--- src/rtl/spi_dbuf_pkg.sv ---
// Shared constants for the double-buffered SPI port.
// Assumes one address bit selects data (0) or status (1).
package spi_dbuf_pkg;
    localparam int ST_TXE = 0;  // status bit: holding register free
    localparam int ST_RXF = 1;  // status bit: received byte waiting
    localparam int ST_OVR = 2;  // status bit: byte lost to a full receiver
    localparam int MAX_HALF = 16; // largest half-period in bus clocks

    // Half-period of the master serial clock for a divider select code.
    function automatic int half_period(input logic [1:0] sel);
        case (sel)
            2'd0:    return 1;
            2'd1:    return 4;
            2'd2:    return 8;
            default: return 16;
        endcase
    endfunction
endpackage

--- src/rtl/spi_dbuf_sync.sv ---
// Two-stage synchronisers for the slave-side pins, plus clock edge detection.
// Assumes the external serial clock is slower than a quarter of the bus clock.
module spi_dbuf_sync (
    input  logic clk,
    input  logic rst_n,
    input  logic sclk_i,
    input  logic mosi_i,
    input  logic ss_n_i,
    output logic s_mosi,
    output logic s_ss_n,
    output logic s_edge
);
    logic [1:0] sclk_q, mosi_q, ss_q;
    logic       sclk_d;

    // Synchronise the pins and remember the previous clock level.
    always_ff @(posedge clk) begin
        if (!rst_n) begin
            sclk_q <= '0;
            mosi_q <= '0;
            ss_q   <= 2'b11;
            sclk_d <= 1'b0;
        end else begin
            sclk_q <= {sclk_q[0], sclk_i};
            mosi_q <= {mosi_q[0], mosi_i};
            ss_q   <= {ss_q[0], ss_n_i};
            sclk_d <= sclk_q[1];
        end
    end

    assign s_mosi = mosi_q[1];
    assign s_ss_n = ss_q[1];
    assign s_edge = (sclk_q[1] != sclk_d) && !ss_q[1];
endmodule

--- src/rtl/spi_dbuf_clkgen.sv ---
// Master serial clock generator: toggles the clock once every half-period
// while run is high and rests at the polarity level otherwise.
// Assumes the divider select stays constant during a transfer.
module spi_dbuf_clkgen
    import spi_dbuf_pkg::*;
(
    input  logic       clk,
    input  logic       rst_n,
    input  logic       run,
    input  logic [1:0] div_sel,
    input  logic       cpol,
    output logic       tick,
    output logic       sclk
);
    localparam int CNT_W = $clog2(MAX_HALF);

    logic [CNT_W-1:0] cnt;
    logic [CNT_W-1:0] lim;

    assign lim  = CNT_W'(half_period(div_sel) - 1);
    assign tick = run && (cnt == lim);

    // Count bus clocks in the half-period and toggle the clock at its end.
    always_ff @(posedge clk) begin
        if (!rst_n || !run) begin
            cnt  <= '0;
            sclk <= cpol;
        end else if (cnt == lim) begin
            cnt  <= '0;
            sclk <= ~sclk;
        end else begin
            cnt  <= cnt + 1'b1;
        end
    end
endmodule

--- src/rtl/spi_dbuf_shifter.sv ---
// Shift engine shared by master and slave. It handles one clock edge per
// strobe, samples on the phase-selected edge and shifts on the other. It
// reports each finished byte and pulls the holding register in when that
// is allowed. Assumes edge strobes arrive only inside a transfer.
module spi_dbuf_shifter #(
    parameter int DATA_W = 8
) (
    input  logic              clk,
    input  logic              rst_n,
    input  logic              master,
    input  logic              cpha,
    input  logic              edge_stb,
    input  logic              ss_idle,
    input  logic              in_bit,
    input  logic              hold_full,
    input  logic [DATA_W-1:0] hold_data,
    output logic              take,
    output logic              busy,
    output logic              done,
    output logic [DATA_W-1:0] done_data,
    output logic              tx_bit
);
    localparam int EDGES = 2 * DATA_W;
    localparam int EW    = $clog2(EDGES);

    logic [DATA_W-1:0] sh;
    logic [EW-1:0]     ecnt;
    logic              sbit;
    logic              lead, last, samp;

    assign lead      = ~ecnt[0];
    assign last      = (ecnt == EW'(EDGES - 1));
    assign samp      = lead ^ cpha;
    assign done      = edge_stb && last;
    assign done_data = {sh[DATA_W-2:0], cpha ? in_bit : sbit};
    assign take      = hold_full && (master ? (!busy || done) : (ss_idle || done));
    assign tx_bit    = sh[DATA_W-1];

    // Edge handling, byte completion and holding-register reloads.
    always_ff @(posedge clk) begin
        if (!rst_n) begin
            sh   <= '0;
            ecnt <= '0;
            sbit <= 1'b0;
            busy <= 1'b0;
        end else begin
            if (edge_stb) begin
                ecnt <= last ? '0 : ecnt + 1'b1;
                if (samp)
                    sbit <= in_bit;
                if (last)
                    sh <= done_data;
                else if (!samp && !(cpha && ecnt == '0))
                    sh <= {sh[DATA_W-2:0], sbit};
            end
            if (!master && ss_idle)
                ecnt <= '0;
            if (take)
                sh <= hold_data;
            if (!master)
                busy <= 1'b0;
            else if (take)
                busy <= 1'b1;
            else if (done)
                busy <= 1'b0;
        end
    end
endmodule

--- src/rtl/spi_dbuf_regs.sv ---
// Register side: the holding register, the receive register, the status
// flags, the status-then-data clearing sequence and the interrupt requests.
// Assumes read and write strobes last one bus clock each.
module spi_dbuf_regs
    import spi_dbuf_pkg::*;
#(
    parameter int DATA_W = 8
) (
    input  logic              clk,
    input  logic              rst_n,
    input  logic              bus_wr,
    input  logic              bus_rd,
    input  logic              bus_addr,
    input  logic [DATA_W-1:0] bus_wdata,
    output logic [DATA_W-1:0] bus_rdata,
    input  logic              cfg_txie,
    input  logic              cfg_rxie,
    input  logic              take,
    input  logic              done,
    input  logic [DATA_W-1:0] done_data,
    output logic [DATA_W-1:0] hold_data,
    output logic              hold_full,
    output logic              tx_empty,
    output logic              rx_full,
    output logic              overrun,
    output logic [DATA_W-1:0] rx_data,
    output logic              armed,
    output logic              irq_tx,
    output logic              irq_rx
);
    logic wr_data, rd_data, rd_stat, clr, full_eff;
    logic [DATA_W-1:0] status;

    assign wr_data  = bus_wr && !bus_addr;
    assign rd_data  = bus_rd && !bus_addr;
    assign rd_stat  = bus_rd && bus_addr;
    assign clr      = rd_data && armed;
    assign full_eff = rx_full && !clr;
    assign tx_empty = !hold_full;
    assign irq_tx   = cfg_txie && tx_empty;
    assign irq_rx   = cfg_rxie && rx_full;

    // Holding register: a CPU write fills it, the shift engine drains it.
    always_ff @(posedge clk) begin
        if (!rst_n) begin
            hold_full <= 1'b0;
            hold_data <= '0;
        end else begin
            if (take)
                hold_full <= 1'b0;
            if (wr_data) begin
                hold_data <= bus_wdata;
                hold_full <= 1'b1;
            end
        end
    end

    // Receive register, overrun and the two-step clearing sequence.
    always_ff @(posedge clk) begin
        if (!rst_n) begin
            rx_full <= 1'b0;
            overrun <= 1'b0;
            armed   <= 1'b0;
            rx_data <= '0;
        end else begin
            if (clr) begin
                rx_full <= 1'b0;
                overrun <= 1'b0;
                armed   <= 1'b0;
            end
            if (rd_stat && rx_full)
                armed <= 1'b1;
            if (done) begin
                if (full_eff)
                    overrun <= 1'b1;
                else begin
                    rx_data <= done_data;
                    rx_full <= 1'b1;
                end
            end
        end
    end

    // Read multiplexer for the data and status registers.
    always_comb begin
        status          = '0;
        status[ST_TXE]  = tx_empty;
        status[ST_RXF]  = rx_full;
        status[ST_OVR]  = overrun;
        bus_rdata       = bus_addr ? status : rx_data;
    end
endmodule

--- src/rtl/spi_dbuf_port.sv ---
// Top of the double-buffered SPI port. It picks the edge source (internal
// divider as master, synchronised pins as slave) and the serial input,
// and connects the shift engine to the register side.
// Assumes the configuration inputs change only while the port is idle.
module spi_dbuf_port #(
    parameter int DATA_W = 8
) (
    input  logic              clk,
    input  logic              rst_n,
    input  logic              cfg_master,
    input  logic              cfg_cpol,
    input  logic              cfg_cpha,
    input  logic [1:0]        cfg_div,
    input  logic              cfg_txie,
    input  logic              cfg_rxie,
    input  logic              bus_wr,
    input  logic              bus_rd,
    input  logic              bus_addr,
    input  logic [DATA_W-1:0] bus_wdata,
    output logic [DATA_W-1:0] bus_rdata,
    output logic              sclk_o,
    input  logic              sclk_i,
    output logic              mosi_o,
    input  logic              mosi_i,
    output logic              miso_o,
    input  logic              miso_i,
    output logic              ss_n_o,
    input  logic              ss_n_i,
    output logic              irq_tx,
    output logic              irq_rx
);
    logic s_mosi, s_ss_n, s_edge, tick, sclk_r;
    logic edge_stb, in_bit, take, busy, done, tx_bit;
    logic hold_full, tx_empty, rx_full, overrun, armed;
    logic [DATA_W-1:0] hold_data, done_data, rx_data;

    spi_dbuf_sync u_sync (
        .clk(clk), .rst_n(rst_n), .sclk_i(sclk_i), .mosi_i(mosi_i),
        .ss_n_i(ss_n_i), .s_mosi(s_mosi), .s_ss_n(s_ss_n), .s_edge(s_edge)
    );

    spi_dbuf_clkgen u_clkgen (
        .clk(clk), .rst_n(rst_n), .run(cfg_master && busy),
        .div_sel(cfg_div), .cpol(cfg_cpol), .tick(tick), .sclk(sclk_r)
    );

    assign edge_stb = cfg_master ? tick : s_edge;
    assign in_bit   = cfg_master ? miso_i : s_mosi;

    spi_dbuf_shifter #(.DATA_W(DATA_W)) u_shift (
        .clk(clk), .rst_n(rst_n), .master(cfg_master), .cpha(cfg_cpha),
        .edge_stb(edge_stb), .ss_idle(s_ss_n), .in_bit(in_bit),
        .hold_full(hold_full), .hold_data(hold_data), .take(take),
        .busy(busy), .done(done), .done_data(done_data), .tx_bit(tx_bit)
    );

    spi_dbuf_regs #(.DATA_W(DATA_W)) u_regs (
        .clk(clk), .rst_n(rst_n), .bus_wr(bus_wr), .bus_rd(bus_rd),
        .bus_addr(bus_addr), .bus_wdata(bus_wdata), .bus_rdata(bus_rdata),
        .cfg_txie(cfg_txie), .cfg_rxie(cfg_rxie), .take(take), .done(done),
        .done_data(done_data), .hold_data(hold_data), .hold_full(hold_full),
        .tx_empty(tx_empty), .rx_full(rx_full), .overrun(overrun),
        .rx_data(rx_data), .armed(armed), .irq_tx(irq_tx), .irq_rx(irq_rx)
    );

    assign sclk_o = sclk_r;
    assign mosi_o = cfg_master && tx_bit;
    assign miso_o = !cfg_master && !s_ss_n && tx_bit;
    assign ss_n_o = !(cfg_master && busy);
endmodule

--- config.mk ---
export PLATFORM = sky130hd
export DESIGN_NAME = spi_dbuf_port
export DESIGN_NICKNAME = d
export VERILOG_FILES = /design/src/rtl/spi_dbuf_pkg.sv /design/src/rtl/spi_dbuf_sync.sv /design/src/rtl/spi_dbuf_clkgen.sv /design/src/rtl/spi_dbuf_shifter.sv /design/src/rtl/spi_dbuf_regs.sv /design/src/rtl/spi_dbuf_port.sv
export SDC_FILE = /design/constraint.sdc
export NUM_CORES = 1
export LEC_CHECK = 0
export CORE_MARGIN = 2
export CORE_UTILIZATION = 47
export CTS_CLUSTER_SIZE = 24
export DETAILED_ROUTE_END_ITERATION = 16
export GPL_TIMING_DRIVEN = 0
export HOLD_SLACK_MARGIN = 0.03
export PLACE_DENSITY_LB_ADDON = 0.08
export RECOVER_POWER = 50
export SYNTH_ARGS = -nofsm -noshare
export SYNTH_HDL_FRONTEND = slang
export SYNTH_HIERARCHICAL = 1
export SYNTH_SLANG_ARGS = --single-unit
--- constraint.sdc ---
create_clock -name clk -period 2.3 [get_ports clk]
set_input_delay 0.23 -clock clk [delete_from_list [all_inputs] [get_ports clk]]
set_output_delay 0.23 -clock clk [all_outputs]
set_load 0.005 [all_outputs]
# [Word-level counts from Yosys, hierarchy flattened]
# Cells that the tools add are included.
[word_totals] in_bits=24 register_bits=46 out_inout_bits=14
[classes] n_mux=25 n_addsub=3 bitwise_logic=5 reduce_logical=46 n_eq_ne=5
[op_table] cell="8-bit 2-to-1 mux" n=5
[op_table] cell="1-bit logical AND" n=19
[op_table] cell="1-bit 2-to-1 mux" n=18
[op_table] cell="4-bit one-hot mux with 3 select lines" n=1
[op_table] cell="1-bit zero test" n=10
[op_table] cell="2-bit nonzero test" n=5
[op_table] cell="4-bit by 1-bit adder with 4-bit output (second input constant)" n=2
[op_table] cell="2-bit AND reduction" n=4
[op_table] cell="4-bit == test" n=1
[op_table] cell="4-bit == test (second input constant)" n=1
[op_table] cell="4-bit zero test" n=1
[op_table] cell="4-bit 2-to-1 mux" n=1
[op_table] cell="1-bit inverter" n=4
[op_table] cell="2-bit OR reduction" n=2
[op_table] cell="4-bit by 1-bit subtractor with 4-bit output (second input constant)" n=1
[op_table] cell="1-bit logical OR" n=3
[op_table] cell="3-bit nonzero test" n=1
[op_table] cell="2-bit by 1-bit == test with 1-bit output (second input constant)" n=1
[op_table] cell="2-bit == test (second input constant)" n=1
[op_table] cell="2-bit zero test" n=1
[op_table] cell="1-bit != test" n=1
[op_table] cell="1-bit XOR" n=1

# [Longest topological paths before layout]
# Gate-level depths: netlist of the first run.
[depth] ltp_word=12 depth_mapped=11 depth_no_buf=9

# [By module]
# The synthesis of the first run kept the hierarchy.
[modules_own_cells] module="spi_dbuf_regs" n_inst=1 seq_area_each_um2=400.4 cells_each=101 area_per_inst_um2=878.3
[modules_own_cells] module="spi_dbuf_shifter" n_inst=1 seq_area_each_um2=280.3 cells_each=82 area_per_inst_um2=772.0
[modules_own_cells] module="spi_dbuf_clkgen" n_inst=1 seq_area_each_um2=110.1 cells_each=27 area_per_inst_um2=269.0
[modules_own_cells] module="spi_dbuf_sync" n_inst=1 seq_area_each_um2=140.1 cells_each=16 area_per_inst_um2=197.7
[modules_own_cells] module="spi_dbuf_port" n_inst=1 seq_area_each_um2=0.0 cells_each=6 area_per_inst_um2=48.8

# [Worst setup path before layout of the first run]
# No wires, ideal clock.
[synth_timing] path_type="reg2reg" from="reg u_clkgen.cnt[2]" to="reg u_shift.sh[0]" arrival_time_ps=2286 setup_slack_ps=-115 stages_incl_launch_ff=12 path_buffers=2 path_cell_list="dfxtp_1 > or3b_4 > a211oi_4 > o21a_1 > mux2_2 > buf_6 > nand4_1 > inv_1 > o31a_1 > buf_2 > mux2i_1 > a21oi_1"
[synth_between] elab_chain_len=9 word_cells_on_any_way=12 cone_classes="1 x eq/ne; 3 x mux; 8 x reduce/logical"
[synth_rtl] item="from (decl)" line="spi_dbuf_clkgen.sv:17" text="logic [CNT_W-1:0] cnt;"
[synth_rtl] item="from (signal assigned)" line="spi_dbuf_clkgen.sv:32" text="cnt <= cnt + 1'b1;"
[synth_rtl] item="4-bit == test (*)" line="spi_dbuf_clkgen.sv:21" text="assign tick = run && (cnt == lim);"
[synth_rtl] item="1-bit logical AND (*)" line="spi_dbuf_clkgen.sv:21"
[synth_rtl] item="named net tick" line="spi_dbuf_port.sv:32" text="logic s_mosi, s_ss_n, s_edge, tick, sclk_r;"
[synth_rtl] item="1-bit 2-to-1 mux (*)" line="spi_dbuf_port.sv:47" text="assign edge_stb = cfg_master ? tick : s_edge;"
[synth_rtl] item="named net edge_stb" line="spi_dbuf_port.sv:33" text="logic edge_stb, in_bit, take, busy, done, tx_bit;"
[synth_rtl] item="1-bit logical AND (*)" line="spi_dbuf_shifter.sv:34" text="assign done = edge_stb && last;"
[synth_rtl] item="named net done" line="spi_dbuf_port.sv:33"
[synth_rtl] item="1-bit logical OR" line="spi_dbuf_shifter.sv:36" text="assign take = hold_full && (master ? (!busy || done) : (ss_idle || done));"
[synth_rtl] item="1-bit 2-to-1 mux (*)" line="spi_dbuf_shifter.sv:36"
[synth_rtl] item="1-bit logical AND (*)" line="spi_dbuf_shifter.sv:36"
[synth_rtl] item="named net take" line="spi_dbuf_port.sv:33"
[synth_rtl] item="3-bit nonzero test (no line) / 2-bit nonzero test (equally long branches)"
[synth_rtl] item="2-bit AND reduction (no line)"
[synth_rtl] item="to (signal assigned)" line="spi_dbuf_shifter.sv:52" text="sh <= done_data;"
[synth_rtl] item="to (signal assigned)" line="spi_dbuf_shifter.sv:54" text="sh <= {sh[DATA_W-2:0], sbit};"
[synth_rtl] item="to (signal assigned)" line="spi_dbuf_shifter.sv:59" text="sh <= hold_data;"
[synth_rtl] item="to (decl)" line="spi_dbuf_shifter.sv:26" text="logic [DATA_W-1:0] sh;"
# Mark *: on every way through the listed nets, which the timed path passes. The rest lies on a longest branch.
# A chain may end at the register's enable or synchronous reset.

# [Final worst setup path of the first run]
[layout_timing] from="reg u_clkgen.cnt[2]" to="reg u_shift.sh[7]"
[layout_between] elab_chain_len=9 word_cells_on_any_way=12 cone_classes="1 x eq/ne; 3 x mux; 8 x reduce/logical"
[layout_rtl] item="4-bit == test (*)" line="spi_dbuf_clkgen.sv:21"
[layout_rtl] item="1-bit logical AND (*)" line="spi_dbuf_clkgen.sv:21"
[layout_rtl] item="named net tick" line="spi_dbuf_port.sv:32"
[layout_rtl] item="1-bit 2-to-1 mux (*)" line="spi_dbuf_port.sv:47"
[layout_rtl] item="named net edge_stb" line="spi_dbuf_port.sv:33"
[layout_rtl] item="1-bit logical AND" line="spi_dbuf_shifter.sv:34"
[layout_rtl] item="1-bit logical OR" line="spi_dbuf_shifter.sv:36"
[layout_rtl] item="1-bit 2-to-1 mux" line="spi_dbuf_shifter.sv:36"
[layout_rtl] item="1-bit logical AND" line="spi_dbuf_shifter.sv:36"
[layout_rtl] item="3-bit nonzero test (no line) / 2-bit nonzero test (equally long branches)"
[layout_rtl] item="2-bit AND reduction (no line)"
# Marked as above.

==> qor.txt, run 1 <==
drt drc = 0
Lkg Pwr = 1.05 nW
Placer Congestion = 0.804
Initial Utilization = 0.494
fin nets = 311
max incr delay on CP = 430 ps
Final Slew Violations = 0
post-route setup slack = -125 ps
worst hold slack = 410 ps
Die W = 71.9 µm
worst path arrival time = 2630 ps
Unique masters post-synth = 41
routed via count = 1755
CTS tree = done
sequential fraction of the synthesis area = 0.430
Starting DRT DRC Count = 74
crit start category = flop
Worst Clk Skew = 15.2 ps
global-route wire length before repair = 7910 µm
initial antenna violation count = 0
#FFs+latches synth = 46
Core Region = 4380 µm²
Setup-failing EPs final = 9
detailed-route wire length = 4490 µm
CTS Sinks = 46
grt total ovfl = 0
filler cell count = 390
Power Dens Cells = 568 nW/µm²
Max stage delay cell, worst path = or3_4
Post-CTS Hold Buffers = 0
# IOs = 38
crit path kind = reg -> reg
number of global-route vias before repair = 1670
Max Cap Violations = 0
Cell Area, Placed = 2610 µm²
failing checks = setup timing
ys flop type = dfxtp_1
Top cell by count, worst path = buf_4
Clk pin slew, worst setup/hold paths = 90 ps
CTS Buf Count = 5
reg2reg start = u_clkgen/cnt[2]
Worst setup EP type = flop
Post-Syn Area per Cell = 9.34 µm²
Critical Path Fanout Max = 9
WHS Endpoint = u_sync/ss_q[1]
pre-CTS setup slack = -737 ps
syn_nets = 259
hold depth = 1
CP top delay family = simple AND/OR/NAND/NOR gates
hold crit path type = reg -> reg
CTS Buffer Depth = 2
ANT nets after route = 0
min cycle time layout = 2430 ps
CTS Root Cell = clkbuf_8
hpwl dp = 3060 µm
Worst Tran Pin Value = 435 ps
Max VDD drop = 0.421 mV
Storage cell area = 936 µm²
YS warnings = 6
period utilization = 1.05
Syn Inst Count = 232
share of cells above drive strength 1 = 0.182
Final Hold Vio Count = 0
post-route cell area = 2840 µm²
Rows = 24
largest net degree at the start of global routing = 15
Max Clock Freq = 0.412 GHz
die height = 71.9 µm
Cell Area, Synth = 2170 µm²
unrepaired setup endpoints after global routing = true
RR Endpoint = u_shift/sh[7]
multi-input logic area = 1180 µm²
port bufs = 37
Avg WL per Cell = 13.3 µm
# H-tree levels = 2
final antenna diode count = 0
worst skew pair latency = 290 ps
reg2reg path depth = 11
Worst slew margin = 0.710
post-route insts no fill = 337
Hold Startpoint = u_sync/ss_q[0]
TritonRoute pass-1 iters = 4
Die ar. = 5170 µm²
Critical Path RT = 2510 ps
via/cell ratio = 5.21
reg2reg setup slack = -130 ps
status = finished with violations
Area growth syn-to-layout = 31.2%
GRT Total Usage = 0.191
CP cell instances = buf_4, nand4_1, o2bb2ai_4, o21a_1, mux2_4, buf_4, buf_12, and4_4, buf_6, or3_4, a21oi_1
EDFF count, synth = 1
asr flop ratio synth = 0
WP buf/inv = 4
Post-Place Cells = 321
-- worst register-to-register path: cells and delay by family, from the launching register on --
kind                   cells  cell delay (ps)
flip-flops                 1              370
buffers and inverters      4              540
AO/OA/AOI/OAI              3              440
AND/OR/NAND/NOR            3              710
multiplexers               1              290
-- routing by layer --
metal | global-route usage | vias up | wire length [µm]
met5 | 0 | - | 0
met4 | 0.0440 | 0 | 36
met3 | 0.0338 | 4 | 156
met2 | 0.290 | 35 | 2060
met1 | 0.282 | 808 | 2240
li1 | - | 908 | -
-- worst max-delay path by stage --
stage | start | end | slack [ps] | depth (start not counted)
after floorplan | u_clkgen/cnt[2] | u_shift/sh[0] | 20 | 11
after global placement | cfg_div[0] | u_shift/sh[7] | -680 | 12
after detailed placement | cfg_div[0] | u_shift/sh[7] | -740 | 12
after CTS | u_clkgen/cnt[2] | u_shift/sh[7] | -120 | 11
after global routing | u_clkgen/cnt[2] | u_shift/sh[7] | -190 | 10
final | u_clkgen/cnt[2] | u_shift/sh[7] | -130 | 11
-- flip-flops by register name (all words and copies together), names as in the netlist, 2 cells and up --
| register | count |
|---|---|
| u_clkgen/cnt | 4 |
| u_regs/hold_data | 8 |
| u_regs/rx_data | 8 |
| u_shift/ecnt | 4 |
| u_shift/sh | 8 |
| u_sync/mosi_q | 2 |
| u_sync/sclk_q | 2 |
| u_sync/ss_q | 2 |
-- cells in the final DEF (no fill, tap or decap), types with 3 or more instances in the layout --
cell	n
nand4_1	3
ha_1	3
nand2b_1	5
buf_4	9
clkdlybuf4s50_1	32
nor2b_1	10
buf_6	3
nand2_1	40
xor2_1	3
a21oi_1	12
nor4_1	3
mux2i_1	15
a21boi_0	9
mux2_2	5
dlygate4sd2_1	3
clkbuf_8	6
nor2_1	7
dfxtp_1	43
nand3_1	5
inv_1	4
buf_2	4
o41ai_1	8
xnor2_1	3
and2_1	4
and2_2	3
-- report_power, final --
| group | switching [W] | total, W | internal [W] |
|---|---|---|---|
| Sequential | 0.0000175 | 0.000840 | 0.000822 |
| Combinational | 0.0000737 | 0.000169 | 0.0000954 |
| Clock | 0.000251 | 0.000605 | 0.000354 |
-- cell families after synthesis --
kind of cell | after synthesis | share of synthesized area
AO/OA/AOI/OAI | 40 | 0.132
buffers and inverters | 18 | 0.0491
multiplexers | 23 | 0.110
XOR/XNOR | 6 | 0.0243
flip-flops | 46 | 0.430
adder cells (fa/ha/maj) | 3 | 0.0173
AND/OR/NAND/NOR | 96 | 0.237
-- timing repair --
| item | 4_1_cts | 5_1_grt |
|---|---|---|
| cloned | 1 | 0 |
| pin swaps | 13 | 7 |
| setup buffers | 9 | 1 |
| gates resized for setup | 13 | 5 |
| setup endpoints to repair | 18 | 17 |
-- cell usage after synthesis (2+ instances only) --
master    count  area, µm²
dfxtp_1      45        901
nand2_1      41        154
mux2i_1      17        170
a21oi_1      14       70.1
nor2b_1      10       62.6
a21boi_0      9       67.6
o41ai_1       8       70.1
nor2_1        7       26.3
and2_1        6       37.5
mux2_2        6       67.6
buf_2         5       25.0
inv_1         5       18.8
nand2b_1      5       31.3
nand3_1       5       25.0
buf_6         4       45.0
nor4_1        4       25.0
and2_2        3       22.5
ha_1          3       37.5
nand4_1       3       18.8
o21ai_0       3       15.0
xnor2_1       3       26.3
xor2_1        3       26.3
clkbuf_2      2       10.0
nand3b_1      2       15.0
nor3_1        2       10.0
o21a_1        2       15.0
-- through the flow --
| step | TNS [ps] | utilization | total power (W) |
|---|---|---|---|
| final | -723 | 0.648 | 0.00161 |
| after global routing | -2500 | 0.648 | 0.00169 |
| after CTS | -888 | 0.646 | 0.00163 |
| after detailed placement | -11060 | 0.595 | 0.00102 |
| after global placement | -10830 | 0.595 | 0.00102 |
| after floorplan | 0 | - | 0.000943 |
-- cell type report --
type / instances / share of cell area
plain buffers: 11 / 0.0251
clock buffers: 7 / 0.0304
clock inverters: 1 / 0.0106
inverters: 5 / 0.00661
multi-input cells: 168 / 0.415
flip-flops and latches: 46 / 0.329
well taps: 52 / 0.0229
repair buffers: 47 / 0.160
Power figures use the tool's default switching activity.
==> run 2, diff against run 1 <==
- ABC_AREA: unset -> 1
- ABC_CLOCK_PERIOD_IN_PS: unset -> 2300
- CAP_MARGIN: unset -> 5
- CORE_UTILIZATION: 47 -> 48
==> qor.txt, run 2 <==
status = complete, no violations
Top cell by count, worst path = nand2_1
Synth area leader = dfxtp_1
share of cells above drive strength 1 = 0.115
Critical Path RT = 2500 ps
Worst slew margin = 0.676
GRT met3 Usage = 0.0453
EDFF count, synth = 1
TritonRoute pass-1 iters = 4
Internal = 0.00112 W
CTS Buf Count = 5
Cell Area, Synth = 2330 µm²
Area growth syn-to-layout = 21.3%
Initial Utilization = 0.496
CP startpoint = cfg_master
hold crit path type = in -> reg
CTS Buffer Depth = 2
crit start category = input pin
Avg WL per Cell = 10.1 µm
Die ar. = 5420 µm²
grt total ovfl = 0
period utilization = 0.916
combinational power share = 0.122
Critical Path Fanout Max = 10
met1 Resource Use GR = 0.254
# Post-CTS Setup Buffers = 0
Sw Ratio = 0.247
asr flop ratio synth = 0
reg2reg setup slack = 320 ps
number of global-route vias before repair = 1823
crit path kind = in -> reg
CP cell instances = clkdlybuf4s50_1, nand2_1, inv_1, inv_1, nor2_1, nand2_1, nand2_4, nand2_2, nor2_4, clkbuf_4, clkbuf_8, nand3_2, nand2_1, nor2_1
Worst Tran Pin Value = 486 ps
largest net degree at the start of global routing = 13
max incr delay on CP = 680 ps
CTS tree = done
Clk pin slew, worst setup/hold paths = 80 ps
Die W = 73.7 µm
YS warnings = 6
min cycle time layout = 2110 ps
Unique masters post-synth = 35
top-count cell post-synth = nand2_1
reg2reg start = u_clkgen/cnt[0]
worst hold slack = 248 ps
drt drc = 0
hpwl dp = 3220 µm
commonest non-fill, non-tap cell in the layout = nand2_1
CTS Root Cell = clkbuf_8
global-route wire length before repair = 7900 µm
routed via count = 1973
Psw = 0.000368 W
CTS Sinks = 46
#FFs+latches synth = 46
Max Clock Freq = 0.475 GHz
Worst setup EP type = flop
worst setup path end = u_regs/rx_data[7]
final antenna diode count = 0
GR peak layer = met2
Lkg Pwr = 1.26 nW
Rows = 25
sequential fraction of the synthesis area = 0.400
initial antenna violation count = 0
Clock Power Share = 0.312
die height = 73.7 µm
RR Endpoint = u_regs/rx_data[7]
Synth area leaders = dfxtp_1 39%, nand2_1 13%, nor2_1 9.0%
Setup-failing EPs final = 0
Max VDD drop = 0.381 mV
Worst Clk Skew = 5.70 ps
Final Hold Vio Count = 0
most frequent cells after synthesis = 78 x nand2_1, 56 x nor2_1, 46 x inv_1
Final Slew Violations = 0
Yosys top cell area share = 0.387
ys flop type = dfxtp_1
Cell Area, Placed = 2760 µm²
Placer Congestion = 0.807
syn_nets = 357
port bufs = 36
via/cell ratio = 4.62
post-route cell area = 2820 µm²
Syn Inst Count = 330
Max stage delay cell, worst path = clkdlybuf4s50_1
Power Dens Cells = 528 nW/µm²
met2 Use GR = 0.287
detailed-route wire length = 4310 µm
reg2reg path depth = 15
ANT nets after route = 0
GRT Total Usage = 0.186
Post-Syn Area per Cell = 7.06 µm²
commonest non-fill, non-tap cells in the layout = 78 x nand2_1, 56 x nor2_1, 46 x inv_1
# H-tree levels = 2
worst skew pair latency = 290 ps
biggest registers after layout = u_regs/hold_data x8, u_regs/rx_data x8, u_shift/sh x8
Max Cap Violations = 0
# IOs = 38
unrepaired setup endpoints after global routing = false
Core Region = 4690 µm²
fin nets = 400
Sequential Power Share = 0.566
worst path arrival time = 2300 ps
Starting DRT DRC Count = 83
run 2: layout make-up:
| class | instances | area, µm² |
|---|---|---|
| inverter | 51 | 200 |
| tap | 54 | 67.6 |
| buffer | 9 | 78.8 |
| sequential | 46 | 931 |
| multi-input combinational | 224 | 1110 |
| fill | 445 | 1870 |
| clock buffer | 7 | 76.3 |
| timing repair buffer | 36 | 360 |
run 2: metrics by stage:
stage	utilization	worst slack, ps	power (W)	instances	setup TNS (ps)
after floorplan	-	490	0.000971	330	0
after global placement	0.587	-233	0.00104	420	-2790
after detailed placement	0.587	-237	0.00105	420	-2900
after CTS	0.604	87.0	0.00152	427	0
after global routing	0.602	15.4	0.00158	427	0
final	0.602	194	0.00149	427	0
run 2: cells by family (layout without fill, tap and decap cells):
logic type                 count (synthesis)  count (layout)  share of synthesized area
xor gates and xnor gates                   2               2                    0.00752
and+or+nand+nor                          184             184                      0.365
AOI/OAI and AO/OA                         35              35                     0.0881
buffers and inverters                     60             103                      0.124
DFF                                       46              46                      0.400
adders and majority gates                  3               3                     0.0161
run 2: how the worst min path moves through the flow:
stage,start,end,depth (start not counted)
2_1_floorplan,rst_n,u_sync/ss_q[0],1
5_1_grt,bus_addr,u_regs/armed,3
3_3_place_gp,u_sync/ss_q[0],u_sync/ss_q[1],2
4_1_cts,bus_addr,u_regs/armed,3
6_report,bus_addr,u_regs/armed,3
3_5_place_dp,u_sync/ss_q[0],u_sync/ss_q[1],2
run 2: power groups by stage:
| stage | clock (W) | combinational [W] | sequential, W |
|---|---|---|---|
| floorplan | 0 | 0.000113 | 0.000858 |
| global placement | 0 | 0.000183 | 0.000862 |
| detailed placement | 0 | 0.000186 | 0.000862 |
| CTS | 0.000488 | 0.000187 | 0.000844 |
| global route | 0.000519 | 0.000208 | 0.000848 |
| finish | 0.000466 | 0.000182 | 0.000843 |
run 2: repair_timing:
action | CTS | global route
hold buffers | 0 | 0
gates resized for setup | 0 | 3
setup endpoints to repair | 0 | 19
run 2: per-layer routing:
layer  share of wire  routed length [µm]
met2            0.46                1970
met1            0.50                2140
met3           0.040                 172
met5               0                   0
met4          0.0063                  27
run 2: critical path, delay by kind of cell:
kind | cells | cell delay [ps]
buffers and inverters | 5 | 1190
and+or+nand+nor | 9 | 880
==> run 3, diff against run 2 <==
- CORE_MARGIN: 2 -> 5
==> qor.txt, run 3 (same netlist as run 2, synthesis figures left out) <==
grt total ovfl = 0
Starting DRT DRC Count = 79
status = complete, no violations
detailed-route wire length = 4220 µm
number of global-route vias before repair = 1762
Setup-failing EPs final = 0
CTS tree = done
unrepaired setup endpoints after global routing = false
worst skew pair latency = 290 ps
Die ar. = 6340 µm²
hold crit path type = in -> reg
hold depth = 3
share of cells above drive strength 1 = 0.120
WHS Endpoint = u_regs/armed
Worst setup EP type = flop
CTS Buffer Depth = 2
total power = 0.00153 W
via/cell ratio = 4.49
Worst slew margin = 0.671
CTS Sinks = 46
reg2reg setup slack = 290 ps
Critical Path RT = 2490 ps
Placer Congestion = 0.788
ANT nets after route = 0
GRT Total Usage = 0.147
min cycle time layout = 2080 ps
filler cell count = 469
crit path kind = in -> reg
Rows = 25
Max Clock Freq = 0.481 GHz
port bufs = 36
Max VDD drop = 0.325 mV
Avg WL per Cell = 9.58 µm
worst hold slack = 241 ps
Worst Tran Pin Value = 494 ps
hpwl dp = 3260 µm
period utilization = 0.905
reg2reg path depth = 15
Final Slew Violations = 0
# IOs = 38
Initial Utilization = 0.493
final antenna diode count = 0
Max Cap Violations = 0
Final Hold Vio Count = 0
CTS Buf Count = 5
post-route insts no fill = 441
routed via count = 1980
Area growth syn-to-layout = 22.4%
commonest non-fill, non-tap cell in the layout = nand2_1
CTS Root Cell = clkbuf_8
RR Endpoint = u_regs/rx_data[7]
Hold Startpoint = bus_addr
fin nets = 400
initial antenna violation count = 0
TritonRoute pass-1 iters = 4
crit start category = input pin
largest net degree at the start of global routing = 14
worst path arrival time = 2270 ps
# H-tree levels = 2
Power Dens Cells = 535 nW/µm²
commonest non-fill, non-tap cells in the layout = 78 x nand2_1, 56 x nor2_1, 46 x inv_1
die height = 79.7 µm
Critical Path Fanout Max = 10
Clk pin slew, worst setup/hold paths = 80 ps
drt drc = 0
Core Region = 4720 µm²
reg2reg start = u_clkgen/cnt[2]
Worst Clk Skew = 3.43 ps
global-route wire length before repair = 7520 µm
Lkg Pwr = 1.27 nW
biggest registers after layout = u_regs/hold_data x8, u_regs/rx_data x8, u_shift/sh x8
Post-Place Cells = 433
Die W = 79.7 µm
==> run 3: metrics by stage <==
stage | area, µm² | util | worst slack (ps) | setup TNS, ps
after floorplan | 2330 | - | 490 | 0
after CTS | 2860 | 0.606 | 64.0 | 0
after global placement | 2770 | 0.587 | -229 | -2720
final | 2850 | 0.603 | 219 | 0
after global routing | 2850 | 0.603 | 26.9 | 0
after detailed placement | 2770 | 0.587 | -237 | -3030
==> run 3: area by class of cell <==
cell class | instances | area (µm²) | area share
buffer | 9 | 76.3 | 0.0268
clock buffer | 7 | 86.3 | 0.0303
clock inverter | 1 | 5.00 | 0.00176
inverter | 51 | 200 | 0.0702
multi-input combinational | 224 | 1100 | 0.388
sequential | 46 | 931 | 0.327
tap | 67 | 83.8 | 0.0294
timing repair buffer | 36 | 363 | 0.127
==> run 3: worst max path at each step <==
stage | slack [ps] | start | cells after the start | endpoint
2_1_floorplan | 490 | u_clkgen/cnt[0] | 15 | u_regs/rx_data[7]
6_report | 220 | cfg_div[1] | 16 | u_regs/rx_data[7]
4_1_cts | 60 | cfg_master | 14 | u_regs/rx_data[7]
3_3_place_gp | -230 | cfg_master | 14 | u_regs/rx_data[7]
5_1_grt | 30 | cfg_div[1] | 16 | u_regs/rx_data[7]
3_5_place_dp | -240 | cfg_master | 14 | u_regs/rx_data[7]
==> run 3: what timing repair did <==
action / CTS / global route
gates resized for setup: 0 / 2
hold buffers: 0 / 0
setup buffers: 0 / 0
endpoints found under the setup margin: 0 / 19
==> run 3: power breakdown <==
| part | switching, W | internal [W] |
|---|---|---|
| registers | 0.0000165 | 0.000826 |
| logic | 0.0000924 | 0.0000866 |
| clock network | 0.000261 | 0.000243 |
==> run 3: metal layers <==
metal / track usage / up-vias / wire length [µm]
li1: - / 1095 / -
met5: 0 / - / 0
met4: 0.0619 / 0 / 60
met1: 0.189 / 850 / 2040
met3: 0.0271 / 5 / 177
met2: 0.242 / 30 / 1950
==> run 3: worst max-delay path: stages <==
cell and delay [ps]:
clkdlybuf4s50_1 540, inv_1 50, nand2_1 50, nand2_1 60, nor2_2 110, nand2_2 60
nor2_1 110, nand2_1 80, nand2_2 150, nand2_2 120, nor2_4 130, buf_2 210
clkbuf_8 190, nand3_2 70, nand2_1 50, nor2_1 40
